==> config.mk <==
export PLATFORM = sky130hd
export DESIGN_NAME = radio_refdiv
export DESIGN_NICKNAME = d
export VERILOG_FILES = /design/src/rtl/refdiv_pkg.sv /design/src/rtl/refdiv_stage.sv /design/src/rtl/refdiv_band_sel.sv /design/src/rtl/radio_refdiv.sv
export SDC_FILE = /design/constraint.sdc
export NUM_CORES = 1
export LEC_CHECK = 0
export BUFFER_PORTS_ARGS = -buffer_cell sky130_fd_sc_hd__buf_2
export CAP_MARGIN = 20
export CORE_ASPECT_RATIO = 0.9
export CORE_MARGIN = 4
export CORE_UTILIZATION = 60
export CTS_BUF_LIST = sky130_fd_sc_hd__clkbuf_2
export CTS_CLUSTER_SIZE = 24
export DETAILED_ROUTE_END_ITERATION = 8
export GPL_TIMING_DRIVEN = 1
export PLACE_DENSITY = 0.78
export RECOVER_POWER = 100
export REMOVE_ABC_BUFFERS = 1
export SKIP_LAST_GASP = 1
export SYNTH_ARGS = -nofsm -noshare
export SYNTH_HDL_FRONTEND = slang
export SYNTH_HIERARCHICAL = 1
export SYNTH_SLANG_ARGS = --single-unit
==> constraint.sdc <==
create_clock -name clk -period 1.9 [get_ports clk]
set_input_delay 0.095 -clock clk [delete_from_list [all_inputs] [get_ports clk]]
set_output_delay 0.095 -clock clk [all_outputs]
set_load 0.03 [all_outputs]
==> src/rtl/refdiv_pkg.sv <==
package refdiv_pkg;
  typedef enum logic {
    BAND_AM = 1'b0,
    BAND_FM = 1'b1
  } band_e;
endpackage

==> src/rtl/refdiv_stage.sv <==
// One counter of the divider chain: it counts advance pulses modulo DIV.
module refdiv_stage #(
  parameter int DIV = 8
) (
  input  logic clk,
  input  logic rst,
  input  logic hold,
  input  logic adv,
  output logic stb,
  output logic sq
);
  localparam int CW = (DIV > 1) ? $clog2(DIV) : 1;
  localparam int HALF = DIV / 2;
  localparam logic [CW-1:0] LAST = CW'(DIV - 1);
  localparam logic [CW-1:0] HALF_V = CW'(HALF);

  logic [CW-1:0] cnt;

  always_ff @(posedge clk) begin
    if (rst || hold) begin
      cnt <= '0;
      stb <= 1'b0;
    end else if (adv) begin
      if (cnt == LAST) begin
        cnt <= '0;
        stb <= 1'b1;
      end else begin
        cnt <= cnt + CW'(1);
        stb <= 1'b0;
      end
    end else begin
      stb <= 1'b0;
    end
  end

  // square wave: low for the first half of the count, high for the second
  assign sq = (cnt >= HALF_V);

  AST_STB_ONE_CYCLE: assert property (@(posedge clk) disable iff (rst)
    stb |=> !stb);
  AST_STB_AT_WRAP: assert property (@(posedge clk) disable iff (rst)
    stb |-> (cnt == '0));
  AST_HOLD_CLEARS: assert property (@(posedge clk) disable iff (rst)
    hold |=> (cnt == '0 && !stb));
endmodule

==> src/rtl/refdiv_band_sel.sv <==
// Picks the comparison reference and defers band changes to a period boundary.
module refdiv_band_sel
  import refdiv_pkg::*;
(
  input  logic  clk,
  input  logic  rst,
  input  logic  pwr_dn,
  input  logic  band_req,
  input  logic  fm_stb,
  input  logic  fm_sq,
  input  logic  am_stb,
  input  logic  am_sq,
  output logic  restart_fm,
  output logic  restart_am,
  output logic  ref_stb,
  output logic  ref_sq,
  output band_e band_act
);
  band_e req;
  logic  sel_stb;
  logic  change;

  assign req     = band_e'(band_req);
  assign sel_stb = (band_act == BAND_FM) ? fm_stb : am_stb;
  assign change  = sel_stb && (req != band_act) && !pwr_dn;

  // the incoming band's counter restarts on the switch edge
  assign restart_fm = change && (req == BAND_FM);
  assign restart_am = change && (req == BAND_AM);

  always_ff @(posedge clk) begin
    if (rst) begin
      band_act <= BAND_AM;
    end else if (pwr_dn || change) begin
      band_act <= req;
    end
  end

  assign ref_stb = sel_stb;
  assign ref_sq  = (band_act == BAND_FM) ? fm_sq : am_sq;

  AST_BAND_AT_EDGE: assert property (@(posedge clk) disable iff (rst)
    !$stable(band_act) |-> ($past(pwr_dn) || $past(ref_stb)));
endmodule

==> src/rtl/radio_refdiv.sv <==
module radio_refdiv
  import refdiv_pkg::*;
#(
  parameter int CTL_DIV = 8,
  parameter int FM_DIV  = 20,
  parameter int AM_DIV  = 50,
  parameter int TOD_DIV = 10000
) (
  input  logic clk,
  input  logic rst,
  input  logic pwr_dn,
  input  logic band_fm,
  output logic ctl_stb,
  output logic ctl_sq,
  output logic tod_stb,
  output logic tod_sq,
  output logic ref_stb,
  output logic ref_sq,
  output logic ref_band
);
  logic  fm_stb, fm_sq, am_stb, am_sq;
  logic  restart_fm, restart_am;
  band_e band_act;

  // always-on part: controller clock and time-of-day tick
  refdiv_stage #(.DIV(CTL_DIV)) u_ctl (
    .clk(clk), .rst(rst), .hold(1'b0), .adv(1'b1),
    .stb(ctl_stb), .sq(ctl_sq)
  );

  refdiv_stage #(.DIV(TOD_DIV)) u_tod (
    .clk(clk), .rst(rst), .hold(1'b0), .adv(ctl_stb),
    .stb(tod_stb), .sq(tod_sq)
  );

  // switchable part: band references
  refdiv_stage #(.DIV(FM_DIV)) u_fm (
    .clk(clk), .rst(rst), .hold(pwr_dn | restart_fm), .adv(ctl_stb),
    .stb(fm_stb), .sq(fm_sq)
  );

  refdiv_stage #(.DIV(AM_DIV)) u_am (
    .clk(clk), .rst(rst), .hold(pwr_dn | restart_am), .adv(ctl_stb),
    .stb(am_stb), .sq(am_sq)
  );

  refdiv_band_sel u_sel (
    .clk(clk), .rst(rst), .pwr_dn(pwr_dn), .band_req(band_fm),
    .fm_stb(fm_stb), .fm_sq(fm_sq), .am_stb(am_stb), .am_sq(am_sq),
    .restart_fm(restart_fm), .restart_am(restart_am),
    .ref_stb(ref_stb), .ref_sq(ref_sq), .band_act(band_act)
  );

  assign ref_band = (band_act == BAND_FM);

  AST_REF_QUIET_PD: assert property (@(posedge clk) disable iff (rst)
    pwr_dn |=> (!ref_stb && !ref_sq));
endmodule

==> report_table.html <==
<table>
<tr><th>Metric</th><th>Value</th></tr>
<tr><th colspan="2">Floorplan</th></tr>
<tr><td>Number of cell rows</td><td>18</td></tr>
<tr><td>Die Width</td><td>roughly 64 um</td></tr>
<tr><td>Total die area</td><td>~0.0038 sq mm</td></tr>
<tr><td>Starting density of the core</td><td>a little over three fifths</td></tr>
<tr><td>Vertical extent of the die</td><td>roughly 59 um</td></tr>
<tr><td>CORE AREA</td><td>around 0.0027 sq mm</td></tr>
<tr><td>I/O pin count</td><td>11</td></tr>
<tr><th colspan="2">Synthesis</th></tr>
<tr><td>Share of flip-flops with an asynchronous set or reset</td><td>0%</td></tr>
<tr><td>Post-synthesis cell type count</td><td>47</td></tr>
<tr><td>Summed instance area of the synthesized netlist</td><td>approximately 0.0017 sq mm</td></tr>
<tr><td>Number of register bits inferred by synthesis</td><td>33</td></tr>
<tr><td>Largest cells by area after synthesis</td><td>sky130_fd_sc_hd__dfxtp_1 39%, sky130_fd_sc_hd__ha_1 7.3%, sky130_fd_sc_hd__xnor2_1 6.6%</td></tr>
<tr><td>Post-Syn Area per Cell</td><td>between 9 and 10 sq um</td></tr>
<tr><td>Dominant cell type by area after synthesis</td><td>sky130_fd_sc_hd__dfxtp_1</td></tr>
<tr><td>Gate count of the mapped netlist</td><td>181</td></tr>
<tr><td>Predominant post-synthesis flop cell</td><td>sky130_fd_sc_hd__dfxtp_1</td></tr>
<tr><td>Fraction of the yosys area taken by sequential cells</td><td>about two fifths</td></tr>
<tr><td>Number of synthesis warnings</td><td>6</td></tr>
<tr><td>Number of enable-type register cells in the synthesized netlist</td><td>0</td></tr>
<tr><td>Post-synth top area share</td><td>38.5%</td></tr>
<tr><th colspan="2">Critical path</th></tr>
<tr><td>Reg-to-reg slack, setup</td><td>between 0.15 and 0.2 ns</td></tr>
<tr><td>FF-to-FF Start</td><td>u_ctl/stb</td></tr>
<tr><td>Delay of the slowest cell on the worst path</td><td>between 0.3 and 0.4 ns</td></tr>
<tr><td>Worst Path Max Fanout</td><td>3</td></tr>
<tr><td>Arrival time at the worst endpoint</td><td>between 1.5 and 2 ns</td></tr>
<tr><td>Critical path class</td><td>flop to primary output</td></tr>
<tr><td>Standard cell with the maximum stage delay on the critical path</td><td>sky130_fd_sc_hd__dfxtp_2</td></tr>
<tr><td>Worst setup SP type</td><td>flop</td></tr>
<tr><td>Required time of the critical path</td><td>1.80 ns</td></tr>
<tr><td>Chain of cells forming the critical path</td><td>inv_2 &gt; ha_2 &gt; o31ai_2 &gt; nand2b_1 &gt; mux2_4 &gt; buf_6</td></tr>
<tr><td>Capture instance of the worst register-to-register path</td><td>u_fm/cnt[3]</td></tr>
<tr><td>Worst R2R Path Depth</td><td>4</td></tr>
<tr><td>Worst setup EP type</td><td>primary output</td></tr>
<tr><th colspan="2">Detailed routing</th></tr>
<tr><td>Count of vias placed by the detailed router</td><td>1305</td></tr>
<tr><td>Length of the first detailed-routing pass in iterations</td><td>4</td></tr>
<tr><td>DRC viols</td><td>0</td></tr>
<tr><td>DR vias/cell</td><td>roughly 5.2</td></tr>
<tr><td>Detail Route Antenna Nets</td><td>0</td></tr>
<tr><td>Number of design-rule violations left by the first detailed-router iteration</td><td>35</td></tr>
<tr><td>Avg WL per Cell</td><td>between 10 and 15 um</td></tr>
<tr><td>Routed WL</td><td>about 3.2 mm</td></tr>
<tr><th colspan="2">Global routing</th></tr>
<tr><td>Global-route wire length before repair</td><td>roughly 5.5 mm</td></tr>
<tr><td>Overall fraction of global-route tracks in use</td><td>approximately a fifth</td></tr>
<tr><td>Number of antenna violations at the first check in global routing</td><td>0</td></tr>
<tr><td>Global route total overflow</td><td>0</td></tr>
<tr><td>Maximum number of pins on one net before global-route repair</td><td>15</td></tr>
<tr><td>Vias in the first global route</td><td>between 1000 and 1500</td></tr>
<tr><th colspan="2">Clock tree</th></tr>
<tr><td>Clock buffers created by TritonCTS</td><td>5</td></tr>
<tr><td>H-tree depth</td><td>2</td></tr>
<tr><td>Clock buffer depth</td><td>2</td></tr>
<tr><td>CTS tree</td><td>done</td></tr>
<tr><td>TritonCTS sink count</td><td>33</td></tr>
<tr><td>Root Buffer</td><td>sky130_fd_sc_hd__clkbuf_2</td></tr>
<tr><td>CTS clk-pin slew, worst paths</td><td>0.18 ns</td></tr>
<tr><td>Clock insertion delay at the later pin of the skew report</td><td>0.38 ns</td></tr>
<tr><th colspan="2">Timing</th></tr>
<tr><td>Clock skew after layout</td><td>0.0169 ns</td></tr>
<tr><td>Portion of the clock cycle consumed by the worst path in the final layout</td><td>between 90% and 100%</td></tr>
<tr><td>Pin slew with the least headroom to its limit</td><td>between 0.7 and 0.8 ns</td></tr>
<tr><td>Clock period minus worst slack</td><td>1.88 ns</td></tr>
<tr><td>Maximum operating frequency</td><td>about 530 MHz</td></tr>
<tr><td>Pins Over Slew Limit</td><td>0</td></tr>
<tr><td>Worst hold margin</td><td>between 0.015 and 0.02 ns</td></tr>
<tr><td>Hold Vio Cnt, Final</td><td>0</td></tr>
<tr><td>Slew headroom</td><td>around half</td></tr>
<tr><td>Final setup violation count</td><td>0</td></tr>
<tr><th colspan="2">Place</th></tr>
<tr><td>Placed insts</td><td>approximately 240</td></tr>
<tr><td>Routability-driven placement congestion ratio</td><td>0.801</td></tr>
<tr><td>Port bufs</td><td>10</td></tr>
<tr><td>Half-perimeter wire length of the detailed placement result</td><td>2.20 mm</td></tr>
<tr><th colspan="2">Power and ir drop</th></tr>
<tr><td>Leakage dissipation</td><td>approximately 0.77 nW</td></tr>
<tr><td>Power density cells</td><td>around 600 mW/mm^2</td></tr>
<tr><td>Max rail drop VDD</td><td>between 400 and 500 uV</td></tr>
<tr><th colspan="2">Hold path</th></tr>
<tr><td>Hold crit path type</td><td>input port to flop</td></tr>
<tr><td>Worst hold path stage count</td><td>2</td></tr>
<tr><td>Hold wc startpoint</td><td>rst</td></tr>
<tr><td>End point of the worst hold path</td><td>u_am/stb</td></tr>
<tr><th colspan="2">Finish</th></tr>
<tr><td>Share of post-route cells with drive strength above 1</td><td>roughly 18%</td></tr>
<tr><td>ANT cells</td><td>0</td></tr>
<tr><td>Final cell utilization of the core</td><td>70.5%</td></tr>
<tr><td>Number of nets at the end of the flow</td><td>between 200 and 250</td></tr>
<tr><td>Signed area change from the synthesized netlist to the final layout</td><td>13.0%</td></tr>
<tr><td>Non-filler cells in the finished layout</td><td>between 200 and 250</td></tr>
<tr><th colspan="2">Job</th></tr>
<tr><td>Maximum capacitance violations</td><td>0</td></tr>
<tr><th colspan="2">Outcome</th></tr>
<tr><td>Result of the run</td><td>finished, final reports clean</td></tr>
</table>
cells in the mapped netlist (2+ instances only):
| library cell | count |
|---|---|
| sky130_fd_sc_hd__o21ai_1 | 3 |
| sky130_fd_sc_hd__nand4_4 | 2 |
| sky130_fd_sc_hd__o21ai_0 | 2 |
| sky130_fd_sc_hd__nor2_1 | 30 |
| sky130_fd_sc_hd__nand3_1 | 2 |
| sky130_fd_sc_hd__or2_1 | 2 |
| sky130_fd_sc_hd__dfxtp_1 | 33 |
| sky130_fd_sc_hd__mux2i_1 | 4 |
| sky130_fd_sc_hd__xnor2_1 | 13 |
| sky130_fd_sc_hd__xor2_1 | 7 |
| sky130_fd_sc_hd__nand4_1 | 3 |
| sky130_fd_sc_hd__ha_1 | 10 |
| sky130_fd_sc_hd__and4b_1 | 2 |
| sky130_fd_sc_hd__mux2_2 | 2 |
| sky130_fd_sc_hd__nor3b_1 | 2 |
| sky130_fd_sc_hd__conb_1 | 2 |
| sky130_fd_sc_hd__nor4_1 | 4 |
| sky130_fd_sc_hd__inv_1 | 9 |
| sky130_fd_sc_hd__nand4_2 | 2 |
| sky130_fd_sc_hd__nor3_1 | 10 |
| sky130_fd_sc_hd__nand2_1 | 9 |
| sky130_fd_sc_hd__a211oi_2 | 2 |
| sky130_fd_sc_hd__nand2b_1 | 2 |
worst max-delay path by stage:
stage | cells after the start | endpoint | start | slack, ns
3_3_place_gp | 6 | ref_sq | u_fm/cnt[0] | 0.47
6_report | 6 | ref_sq | u_fm/cnt[0] | 0.02
4_1_cts | 6 | ref_sq | u_fm/cnt[0] | 0.03
3_5_place_dp | 5 | u_tod/cnt[6] | u_tod/cnt[0] | 0.33
2_1_floorplan | 4 | u_tod/cnt[0] | u_ctl/stb | 0.11
5_1_grt | 6 | ref_sq | u_fm/cnt[0] | -0.09
area by class of cell:
cell class | instances | area [sq um]
clock buffer | 6 | 30.0
clock inverter | 2 | 33.8
fill | 241 | 810
inverter | 9 | 33.8
multi-input combinational | 145 | 1040
sequential | 33 | 668
tap | 40 | 50.0
timing repair buffer | 14 | 82.6
where the power goes:
part           total (W)  switching [W]  internal [W]
combinational  0.0000388      0.0000249     0.0000139
sequential      0.000697     0.00000321      0.000693
clock           0.000461       0.000236      0.000225
total            0.00120       0.000264      0.000932
sequential cells by signal (all words and copies together) (netlist names):
| register | flops |
|---|---|
| u_fm/stb | 1 |
| u_ctl/cnt | 3 |
| u_tod/stb | 1 |
| u_sel/band_act | 1 |
| u_am/stb | 1 |
| u_tod/cnt | 14 |
| u_am/cnt | 6 |
| u_fm/cnt | 5 |
| u_ctl/stb | 1 |
what timing repair did:
item | in CTS | in global routing
pin swaps | 0 | 1
gates resized for setup | 2 | 11
hold buffers | 1 | 0
endpoints found under the hold margin | 1 | 0
buffers inserted | 0 | 1
setup endpoints to repair | 1 | 1
per-layer routing:
metal | track usage [%] | part of all wire, %
met5 | 0 | 0
met4 | 9.64 | 0.69
met3 | 4.77 | 4.5
met2 | 32.4 | 48
met1 | 21.7 | 47
cell families (layout without fill, tap and decap cells):
family                     after synthesis  count (layout)  synth area share, %
AOI/OAI and AO/OA                       14              14                 6.27
xor gates and xnor gates                20              20                 10.2
adders and majority gates               10              10                 7.29
buffers and inverters                   12              31                 3.28
DFF                                     33              33                 38.5
muxes                                    6               6                 3.65
other                                    2              11                0.438
and+or+nand+nor                         84              84                 30.3
metrics by stage:
stage | worst slack (ns) | power, W | area (sq um) | TNS [ns]
4_1_cts | 0.0311 | 0.00121 | 1920 | 0
2_1_floorplan | 0.114 | 0.000738 | 1730 | 0
3_3_place_gp | 0.466 | 0.000750 | 1840 | 0
6_report | 0.0240 | 0.00120 | 1940 | 0
5_1_grt | -0.0894 | 0.00125 | 1940 | -0.0894
3_5_place_dp | 0.329 | 0.000752 | 1840 | 0
worst max-delay path: cells and delay by family, from the launching register on:
kind                       cells  cell delay, ns
AOI/OAI and AO/OA              1            0.29
and+or+nand+nor                1            0.11
adders and majority gates      1            0.18
DFF                            1            0.38
buffers and inverters          2            0.17
muxes                          1            0.27
placed cells by master, fill, tap and decap left out, types with 4 or more instances in the layout:
cell type                  instances
sky130_fd_sc_hd__nor2_1           30
sky130_fd_sc_hd__clkbuf_1          5
sky130_fd_sc_hd__mux2i_1           4
sky130_fd_sc_hd__o21ai_0           4
sky130_fd_sc_hd__nand2_1           9
sky130_fd_sc_hd__conb_1           11
sky130_fd_sc_hd__dfxtp_1          29
sky130_fd_sc_hd__ha_1              9
sky130_fd_sc_hd__xor2_1            7
sky130_fd_sc_hd__nor4_1            4
sky130_fd_sc_hd__inv_1             8
sky130_fd_sc_hd__clkbuf_2          7
sky130_fd_sc_hd__nor3_1           10
sky130_fd_sc_hd__xnor2_1          13
No activity file was read; power rests on OpenSTA's default activity.
